## src/rtl/ipc_irq_pkg.sv

```systemverilog
package ipc_irq_pkg;

  localparam int unsigned OFF_RAW  = 32'h400;
  localparam int unsigned OFF_MASK = 32'h404;
  localparam int unsigned OFF_STAT = 32'h408;
  localparam int unsigned OFF_CLR  = 32'h40C;
  localparam int unsigned OFF_BELL = 32'h420;
  localparam int unsigned OFF_ENA  = 32'h500;
  localparam int unsigned OFF_DIS  = 32'h504;

  typedef enum logic [2:0] {
    SEL_NONE,
    SEL_RAW,
    SEL_MASK,
    SEL_STAT,
    SEL_CLR,
    SEL_BELL,
    SEL_ENA,
    SEL_DIS
  } reg_sel_e;

endpackage

```

## src/rtl/ipc_irq_rst_sync.sv

```systemverilog
module ipc_irq_rst_sync #(
  parameter int STAGES = 2
) (
  input  logic clk,
  input  logic rst_n,
  output logic rst_sync_n
);

  logic [STAGES-1:0] sync_q;
  logic [STAGES-1:0] sync_d;

  always_comb begin
    sync_d = {sync_q[STAGES-2:0], 1'b1};
  end

  always_ff @(posedge clk or negedge rst_n) begin
    if (!rst_n) sync_q <= '0;
    else        sync_q <= sync_d;
  end

  assign rst_sync_n = sync_q[STAGES-1];

endmodule

```

## src/rtl/ipc_irq_decode.sv

```systemverilog
module ipc_irq_decode
  import ipc_irq_pkg::*;
#(
  parameter int ADDR_W = 12
) (
  input  logic [ADDR_W-1:0] addr,
  output reg_sel_e          sel
);

  always_comb begin
    if      (addr == ADDR_W'(OFF_RAW))  sel = SEL_RAW;
    else if (addr == ADDR_W'(OFF_MASK)) sel = SEL_MASK;
    else if (addr == ADDR_W'(OFF_STAT)) sel = SEL_STAT;
    else if (addr == ADDR_W'(OFF_CLR))  sel = SEL_CLR;
    else if (addr == ADDR_W'(OFF_BELL)) sel = SEL_BELL;
    else if (addr == ADDR_W'(OFF_ENA))  sel = SEL_ENA;
    else if (addr == ADDR_W'(OFF_DIS))  sel = SEL_DIS;
    else                                sel = SEL_NONE;
  end

endmodule

```

## src/rtl/ipc_irq_ack_bank.sv

```systemverilog
module ipc_irq_ack_bank #(
  parameter int NUM_VEC = 32
) (
  input  logic               clk,
  input  logic               rst_n,
  input  logic [NUM_VEC-1:0] evt_in,
  input  logic [NUM_VEC-1:0] wdata,
  input  logic               clr_we,
  input  logic               mask_we,
  input  logic               ena_we,
  input  logic               dis_we,
  output logic [NUM_VEC-1:0] raw_q,
  output logic [NUM_VEC-1:0] en_q,
  output logic [NUM_VEC-1:0] stat,
  output logic               irq
);

  for (genvar i = 0; i < NUM_VEC; i++) begin : g_vec
    logic raw_d, raw_ce;
    logic en_d, en_ce;

    // Pending flag: event set takes priority over a clear write.
    always_comb begin
      raw_ce = evt_in[i] | (clr_we & wdata[i]);
      raw_d  = evt_in[i];
    end

    // Enable bit: whole-vector mask write, or single-bit set/clear.
    always_comb begin
      en_ce = mask_we | ((ena_we | dis_we) & wdata[i]);
      en_d  = mask_we ? wdata[i] : ena_we;
    end

    always_ff @(posedge clk or negedge rst_n) begin
      if (!rst_n)      raw_q[i] <= 1'b0;
      else if (raw_ce) raw_q[i] <= raw_d;
    end

    always_ff @(posedge clk or negedge rst_n) begin
      if (!rst_n)     en_q[i] <= 1'b0;
      else if (en_ce) en_q[i] <= en_d;
    end
  end

  assign stat = raw_q & en_q;
  assign irq  = |stat;

endmodule

```

## src/rtl/ipc_irq_bell.sv

```systemverilog
module ipc_irq_bell #(
  parameter int NUM_VEC = 32
) (
  input  logic               clk,
  input  logic               rst_n,
  input  logic               bell_we,
  input  logic [NUM_VEC-1:0] wdata,
  output logic [NUM_VEC-1:0] bell_q
);

  logic [NUM_VEC-1:0] bell_d;
  logic               bell_ce;

  always_comb begin
    bell_ce = bell_we | (|bell_q);
    bell_d  = bell_we ? wdata : '0;
  end

  always_ff @(posedge clk or negedge rst_n) begin
    if (!rst_n)       bell_q <= '0;
    else if (bell_ce) bell_q <= bell_d;
  end

endmodule

```

## src/rtl/ipc_irq_ctrl.sv

```systemverilog
module ipc_irq_ctrl
  import ipc_irq_pkg::*;
#(
  parameter int NUM_VEC = 32,
  parameter int ADDR_W  = 12
) (
  input  logic               clk,
  input  logic               rst_n,
  input  logic               bus_en,
  input  logic               bus_wr,
  input  logic [ADDR_W-1:0]  bus_addr,
  input  logic [31:0]        bus_wdata,
  output logic [31:0]        bus_rdata,
  input  logic [NUM_VEC-1:0] evt_in,
  output logic [NUM_VEC-1:0] bell_out,
  output logic               irq_out
);

  localparam int DATA_W = 32;

  logic               rst_sync_n;
  reg_sel_e           sel;
  logic               wr_go, rd_go;
  logic [NUM_VEC-1:0] wvec;
  logic [NUM_VEC-1:0] raw_q, en_q, stat;

  ipc_irq_rst_sync #(.STAGES(2)) u_rst (
    .clk(clk), .rst_n(rst_n), .rst_sync_n(rst_sync_n)
  );

  ipc_irq_decode #(.ADDR_W(ADDR_W)) u_dec (
    .addr(bus_addr), .sel(sel)
  );

  assign wr_go = bus_en & bus_wr;
  assign rd_go = bus_en & ~bus_wr;
  assign wvec  = bus_wdata[NUM_VEC-1:0];

  ipc_irq_ack_bank #(.NUM_VEC(NUM_VEC)) u_bank (
    .clk     (clk),
    .rst_n   (rst_sync_n),
    .evt_in  (evt_in),
    .wdata   (wvec),
    .clr_we  (wr_go && sel == SEL_CLR),
    .mask_we (wr_go && sel == SEL_MASK),
    .ena_we  (wr_go && sel == SEL_ENA),
    .dis_we  (wr_go && sel == SEL_DIS),
    .raw_q   (raw_q),
    .en_q    (en_q),
    .stat    (stat),
    .irq     (irq_out)
  );

  ipc_irq_bell #(.NUM_VEC(NUM_VEC)) u_bell (
    .clk     (clk),
    .rst_n   (rst_sync_n),
    .bell_we (wr_go && sel == SEL_BELL),
    .wdata   (wvec),
    .bell_q  (bell_out)
  );

  always_comb begin
    bus_rdata = '0;
    if (rd_go) begin
      case (sel)
        SEL_RAW:  bus_rdata[NUM_VEC-1:0] = raw_q;
        SEL_MASK: bus_rdata[NUM_VEC-1:0] = en_q;
        SEL_STAT: bus_rdata[NUM_VEC-1:0] = stat;
        default:  bus_rdata = {DATA_W{1'b0}};
      endcase
    end
  end

endmodule

```

## config.mk

```make
export PLATFORM = sky130hd
export DESIGN_NAME = ipc_irq_ctrl
export DESIGN_NICKNAME = d
export VERILOG_FILES = /design/src/rtl/ipc_irq_pkg.sv /design/src/rtl/ipc_irq_rst_sync.sv /design/src/rtl/ipc_irq_decode.sv /design/src/rtl/ipc_irq_ack_bank.sv /design/src/rtl/ipc_irq_bell.sv /design/src/rtl/ipc_irq_ctrl.sv
export SDC_FILE = /design/constraint.sdc
export NUM_CORES = 1
export LEC_CHECK = 0
export BUFFER_PORTS_ARGS = -buffer_cell sky130_fd_sc_hd__buf_2
export CORE_AREA = 2 2 140 142
export CTS_BUF_LIST = sky130_fd_sc_hd__clkbuf_2
export CTS_CLUSTER_SIZE = 28
export DETAILED_ROUTE_END_ITERATION = 8
export DIE_AREA = 0 0 142 144
export GPL_ROUTABILITY_DRIVEN = 0
export PLACE_DENSITY = 0.43
export RECOVER_POWER = 100
export SETUP_SLACK_MARGIN = 0.15
export SLEW_MARGIN = 0
export SYNTH_ARGS = -nofsm -noshare
export SYNTH_HDL_FRONTEND = slang
export SYNTH_SLANG_ARGS = --single-unit
```

## constraint.sdc

```tcl
create_clock -name clk -period 4.3 [get_ports clk]
set_clock_uncertainty 0.1 [all_clocks]
set_input_delay 0.645 -clock clk [delete_from_list [all_inputs] [get_ports clk]]
set_output_delay 0.645 -clock clk [all_outputs]
set_load 0.01 [all_outputs]
```

# ---- Word level (Yosys, flattened, before mapping)
# Cells that the tools add are included.
# W data, S select, Z words.
dict set report op_classes {
  eq_ne 14
  muxes 42
  n_div 0
  mul 0
  reduce_logical 7
  shifts 0
  addsub 0
  n_lt_le_gt_ge 0
  bitwise_logic 134
}
# operator n
set op_table {}
lappend op_table {{$pmux W32 S3} 1}
lappend op_table {{$eq A12 B11 Y1 const B} 7}
lappend op_table {{$and A1 B1 Y1} 66}
lappend op_table {{$or A1 B1 Y1} 66}
lappend op_table {{$mux W32} 2}
lappend op_table {{$reduce_or A32 Y1} 2}
lappend op_table {{$and A32 B32 Y32} 1}
lappend op_table {{$mux W1} 32}
lappend op_table {{$mux W3} 7}
lappend op_table {{$eq A3 B3 Y1 const B} 4}
lappend op_table {{$eq A3 B2 Y1 const B} 2}
lappend op_table {{$logic_and A1 B1 Y1} 5}
lappend op_table {{$eq A3 B1 Y1 const B} 1}
lappend op_table {{$not A1 Y1} 1}
dict set report totals {
  rom_bits 0
  n_memories 0
  output_inout_bits 65
  mem_bits_rw 0
  register_bits 98
  latch_bits 0
}

# ---- Logic depth before layout (Yosys ltp)
dict set report depth {
  word_depth 13
  depth_mapped 7
}

# ---- By module
# From an unflattened synthesis, not the netlist that was laid out.
dict set report unflattened {
  hier_cells 422
  area_unflattened_um2 5002.3
}
# module instances cells_per_inst area_per_inst_um2
set by_module_without_submodules {}
lappend by_module_without_submodules {ipc_irq_ack_bank 1 252 2765.2}
lappend by_module_without_submodules {ipc_irq_bell 1 67 1056.0}
lappend by_module_without_submodules {ipc_irq_ctrl 1 88 1004.7}
lappend by_module_without_submodules {ipc_irq_decode 1 12 122.6}
lappend by_module_without_submodules {ipc_irq_rst_sync 1 3 53.8}

# ---- Worst setup path after synthesis
# No wires, ideal clock.
dict set report synth_timing {
  path_type {input-to-output}
  from {in bus_addr[11]}
  to {out bus_rdata[10]}
  n_path_buf 2
  arrival_time_ns 2.132
  setup_slack_ns 1.423
  path_stages 7
  required_ns 3.555
  cell_sequence {nor3b_1 > nand2b_1 > a2111oi_0 > and4_1 > clkbuf_1 > buf_2 > o221a_2}
}
dict set report synth_between {
  elab_chain_len 11
  word_cells_on_any_way 19
  classes_between {10 x eq/ne; 9 x mux}
}
# element line
set synth_lines {}
lappend synth_lines {{start, declared} ipc_irq_ctrl.sv:11} ;# input logic [ADDR_W-1:0] bus_addr,
lappend synth_lines {{$eq A12 B11 Y1} ipc_irq_decode.sv:17} ;# else if (addr == ADDR_W'(OFF_DIS)) sel = SEL_DIS;
lappend synth_lines {{$mux W3} ipc_irq_decode.sv:17}
lappend synth_lines {{$mux W3} ipc_irq_decode.sv:16} ;# else if (addr == ADDR_W'(OFF_ENA)) sel = SEL_ENA;
lappend synth_lines {{$mux W3} ipc_irq_decode.sv:15} ;# else if (addr == ADDR_W'(OFF_BELL)) sel = SEL_BELL;
lappend synth_lines {{$mux W3} ipc_irq_decode.sv:14} ;# else if (addr == ADDR_W'(OFF_CLR)) sel = SEL_CLR;
lappend synth_lines {{$mux W3} ipc_irq_decode.sv:13} ;# else if (addr == ADDR_W'(OFF_STAT)) sel = SEL_STAT;
lappend synth_lines {{$mux W3} ipc_irq_decode.sv:12} ;# else if (addr == ADDR_W'(OFF_MASK)) sel = SEL_MASK;
lappend synth_lines {{$mux W3 *} ipc_irq_decode.sv:11} ;# if (addr == ADDR_W'(OFF_RAW)) sel = SEL_RAW;
lappend synth_lines {{$eq A3 B2 Y1 / $eq A3 B1 Y1 (equally long branches)} ipc_irq_ctrl.sv:65} ;# case (sel)
lappend synth_lines {{$pmux W32 S3 *} ipc_irq_ctrl.sv:65}
lappend synth_lines {{$mux W32 *} ipc_irq_ctrl.sv:64} ;# if (rd_go) begin
lappend synth_lines {{end, declared} ipc_irq_ctrl.sv:13} ;# output logic [31:0] bus_rdata,
# Mark *: on every way between the ends. The rest lies on a longest branch, timed or not.

# ---- Worst setup path in the final report
dict set report layout_timing {
  from {in bus_addr[11]}
  to {out bus_rdata[1]}
}
# Same word-level chain as after synthesis.

==> results by group <==
Setup path
  – Worst setup SP type: input pin
  – Crit path depth: 8
  – R2r endpoint: u_bank.en_q[26]
  – Worst stage delay on the critical path: 0.43 ns
  – Worst R2R Path Depth: 1
  – Critical Path Fanout Max: 18
  – Critical-path cell list: buf_2 > nor3b_1 > nand2b_1 > a2111oi_0 > and4_1 > buf_4 > o221a_2 > clkbuf_1
  – CP required: 3.56 ns
  – Largest delay share family, worst path: simple AND/OR/NAND/NOR gates
  – Worst path bufs/invs: 3
  – Reg-to-reg startpoint: u_rst.sync_q[1]
  – CP arrival: approximately 2.6 ns
  – Worst path slowest cell: nor3b_1
  – Worst Setup SP: bus_addr[11]
  – Crit path capture type: output port
  – R2r setup slk: 1.37 ns
  – Crit path kind: input pin to output port

Synthesis
  – Post-Syn Area per Cell: 10.8 sq um
  – Seq cells post-synth: around 100
  – Synth area leaders: dfrtp_1 (53%), a21o_1 (10%), o221a_2 (7.7%), nand2_1 (5.6%), nand2b_1 (4.7%)
  – Post-Syn Instances: about 430
  – Top-area cell type share of the netlist area: 0.527
  – Post-synthesis sequential area ratio: 0.527
  – Most frequent cell after synthesis: dfrtp_1
  – Mapped Area: 4650 sq um
  – Post-synth top cells: dfrtp_1 (98), nand2_1 (69), a21o_1 (64)
  – Syn nets: 511
  – Cell taking the most area after synthesis: dfrtp_1
  – FFs w/ async S/R, synth: 1.00
  – YS warnings: 0
  – EDFF count, synth: 0
  – Yosys cell types: 30
  – Top FF cell, synth: dfrtp_1

Die
  – # IOs: approximately 150
  – Rows: a little over 50
  – DIE AREA: 20,400 sq um
  – Chip Width: 142 um
  – Initial Util: 0.244
  – Die height: 144 um
  – Core area: 19,100 sq um

Run
  – Max Cap Violations: 3

Route
  – Via/cell ratio: 4.83
  – Final wirelength: 15,300 um
  – # DRC: 0
  – Starting DRT DRC Count: roughly 230
  – Routed wire per std cell: 18.6 um
  – Vias: 3,975
  – Pre-Repair DR Iteration Count: 4
  – Post-DRT Antenna Nets: 0

Timing
  – Setup violators final: 0
  – Rel. slew slack: -0.866
  – Min Tclk post-route: roughly 3.4 ns
  – Slew Viols, Final: 133
  – Slew @ Worst Pin: 2.80 ns
  – Unrepaired setup endpoints after global routing: no
  – Final number of hold-violating endpoints: 0
  – Period utilization: 0.780
  – FMAX: 0.298 GHz
  – TNS Setup: 0 ns

Min path
  – Hold_sp: evt_in[25]
  – Hold Path Stages: 2
  – Min-Delay Endpoint: u_bank.raw_q[25]
  – Worst min-delay path class: input pin to flop

Power
  – Lkg Pwr: ~2.5 nW
  – Power Dens Cells: around 260 nW/um^2
  – Worst VDD drop: 0.0000826 V
  – Final Power: between 1 and 1.5 mW

Run status
  – Status: finished with violations
  – Failing checks: max-capacitance violations, max-slew violations

Clock tree
  – CTS tree: built
  – CTS Root Cell: clkbuf_2
  – Worst-skew pair later-pin latency: 0.61 ns
  – H-tree Lvls: 3
  – CTS sink cnt: between 90 and 100
  – Clk slew on worst S/H paths: 0.27 ns
  – Worst-case clock buffer depth: 2
  – Number of CTS-inserted buffers: 9
  – Post-CTS Setup Inserts: 0

Finish
  – Finished Cell Area: 5700 sq um
  – Nets: between 600 and 700
  – Storage cell area: 2450 sq um
  – Fill count: 2,025
  – Share of cells above drive strength 1: 0.240
  – Area delta synth->final: 22.5%
  – Area of the multi-input gates: 2060 sq um
  – Fin util: 0.299

Global routing
  – Total track usage: 0.155
  – Pin count of the biggest net entering global routing: 67
  – Initial antenna violation count: 3
  – Grt total ovfl: 0
  – Vias in the first global route: 4,132
  – First-pass GRT wire length: roughly 24,000 um

Placed design
  – Placed Area: 5650 sq um
  – Port Buffers: 144
  – HPWL Detailed: 10,800 um
[state kept, by name (all words and copies together), names as in the netlist]
| name | cells |
|---|---|
| u_bank.en_q | 32 |
| u_bank.raw_q | 32 |
| u_bell.bell_q | 32 |
| u_rst.sync_q | 2 |
[kinds of logic after synthesis]
logic type             Yosys count  synth area share
flip-flops                      98             0.527
AO/OA/AOI/OAI                  148             0.257
XOR/XNOR                         1           0.00188
buffers and inverters           27            0.0304
other                            1          0.000806
AND/OR/NAND/NOR                156             0.183
[worst max-delay path by stage]
stage / to / slack [ns]
floorplan: u_bank.en_q[0] / 1.27
global placement: bus_rdata[1] / 1.09
detailed placement: bus_rdata[1] / 1.0
CTS: bus_rdata[1] / 0.99
global route: u_bank.en_q[6] / 0.77
finish: bus_rdata[1] / 0.95
[layer usage]
| layer | vias up | global-route usage | wire [um] |
|---|---|---|---|
| met5 | - | 0 | 32 |
| met4 | 4 | 0.0505 | 167 |
| met2 | 117 | 0.258 | 7510 |
| met1 | 1959 | 0.205 | 6910 |
| met3 | 16 | 0.0265 | 694 |
| li1 | 1879 | - | - |
[layout by cell type, fill, tap and decap left out, drive strengths merged]
| master | Yosys | routed |
|---|---|---|
| a2111oi | 1 | 1 |
| a211oi | 1 | 1 |
| a21o | 64 | 64 |
| a22oi | 16 | 16 |
| and2 | 32 | 32 |
| and4 | 1 | 1 |
| buf | 17 | 89 |
| clkbuf | 10 | 76 |
| clkinv | 0 | 3 |
| clkinvlp | 0 | 3 |
| conb | 1 | 1 |
| dfrtp | 98 | 98 |
| diode | 0 | 1 |
| dlygate4sd3 | 0 | 8 |
| inv | 0 | 1 |
| nand2 | 69 | 69 |
| nand2b | 35 | 35 |
| nand4 | 4 | 4 |
| nor2 | 2 | 2 |
| nor2b | 1 | 1 |
| nor3 | 2 | 2 |
| nor3b | 3 | 3 |
| nor4 | 3 | 3 |
| nor4bb | 1 | 1 |
| o211ai | 1 | 1 |
| o221a | 32 | 32 |
| o22ai | 32 | 32 |
| o31a | 1 | 1 |
| or3 | 1 | 1 |
| or4 | 2 | 2 |
| xnor2 | 1 | 1 |
[power by group]
part           internal (mW)  switching [mW]  leakage, nW
Sequential             0.932          0.0212         1.20
Clock                 0.0733           0.337       0.0517
Combinational         0.0584          0.0654         1.28
Total                   1.06           0.424         2.53
[area by class of cell]
class                           instances  share of cell area
Clock inverter                          7             0.00790
Multi-Input combinational cell        306               0.361
Antenna cell                            1            0.000439
Tap cell                              238              0.0522
Sequential cell                        98               0.430
Timing Repair Buffer                  164               0.140
Clock buffer                            9             0.00790
[repair_timing]
| action | in CTS | in global routing |
|---|---|---|
| hold buffers | 3 | 5 |
| gates resized for setup | 0 | 0 |
| setup endpoints to repair | 0 | 0 |
| endpoints found under the hold margin | 4 | 5 |
[stage by stage]
step	worst slack, ns	hold WS [ns]	cells
final	0.945	0.0810	823
after CTS	0.989	0.000545	817
after global placement	1.09	0.238	798
after global routing	0.772	0.00338	823
after detailed placement	0.996	0.237	798
after floorplan	1.27	0.231	431
No activity file was read; power rests on OpenSTA's default activity.
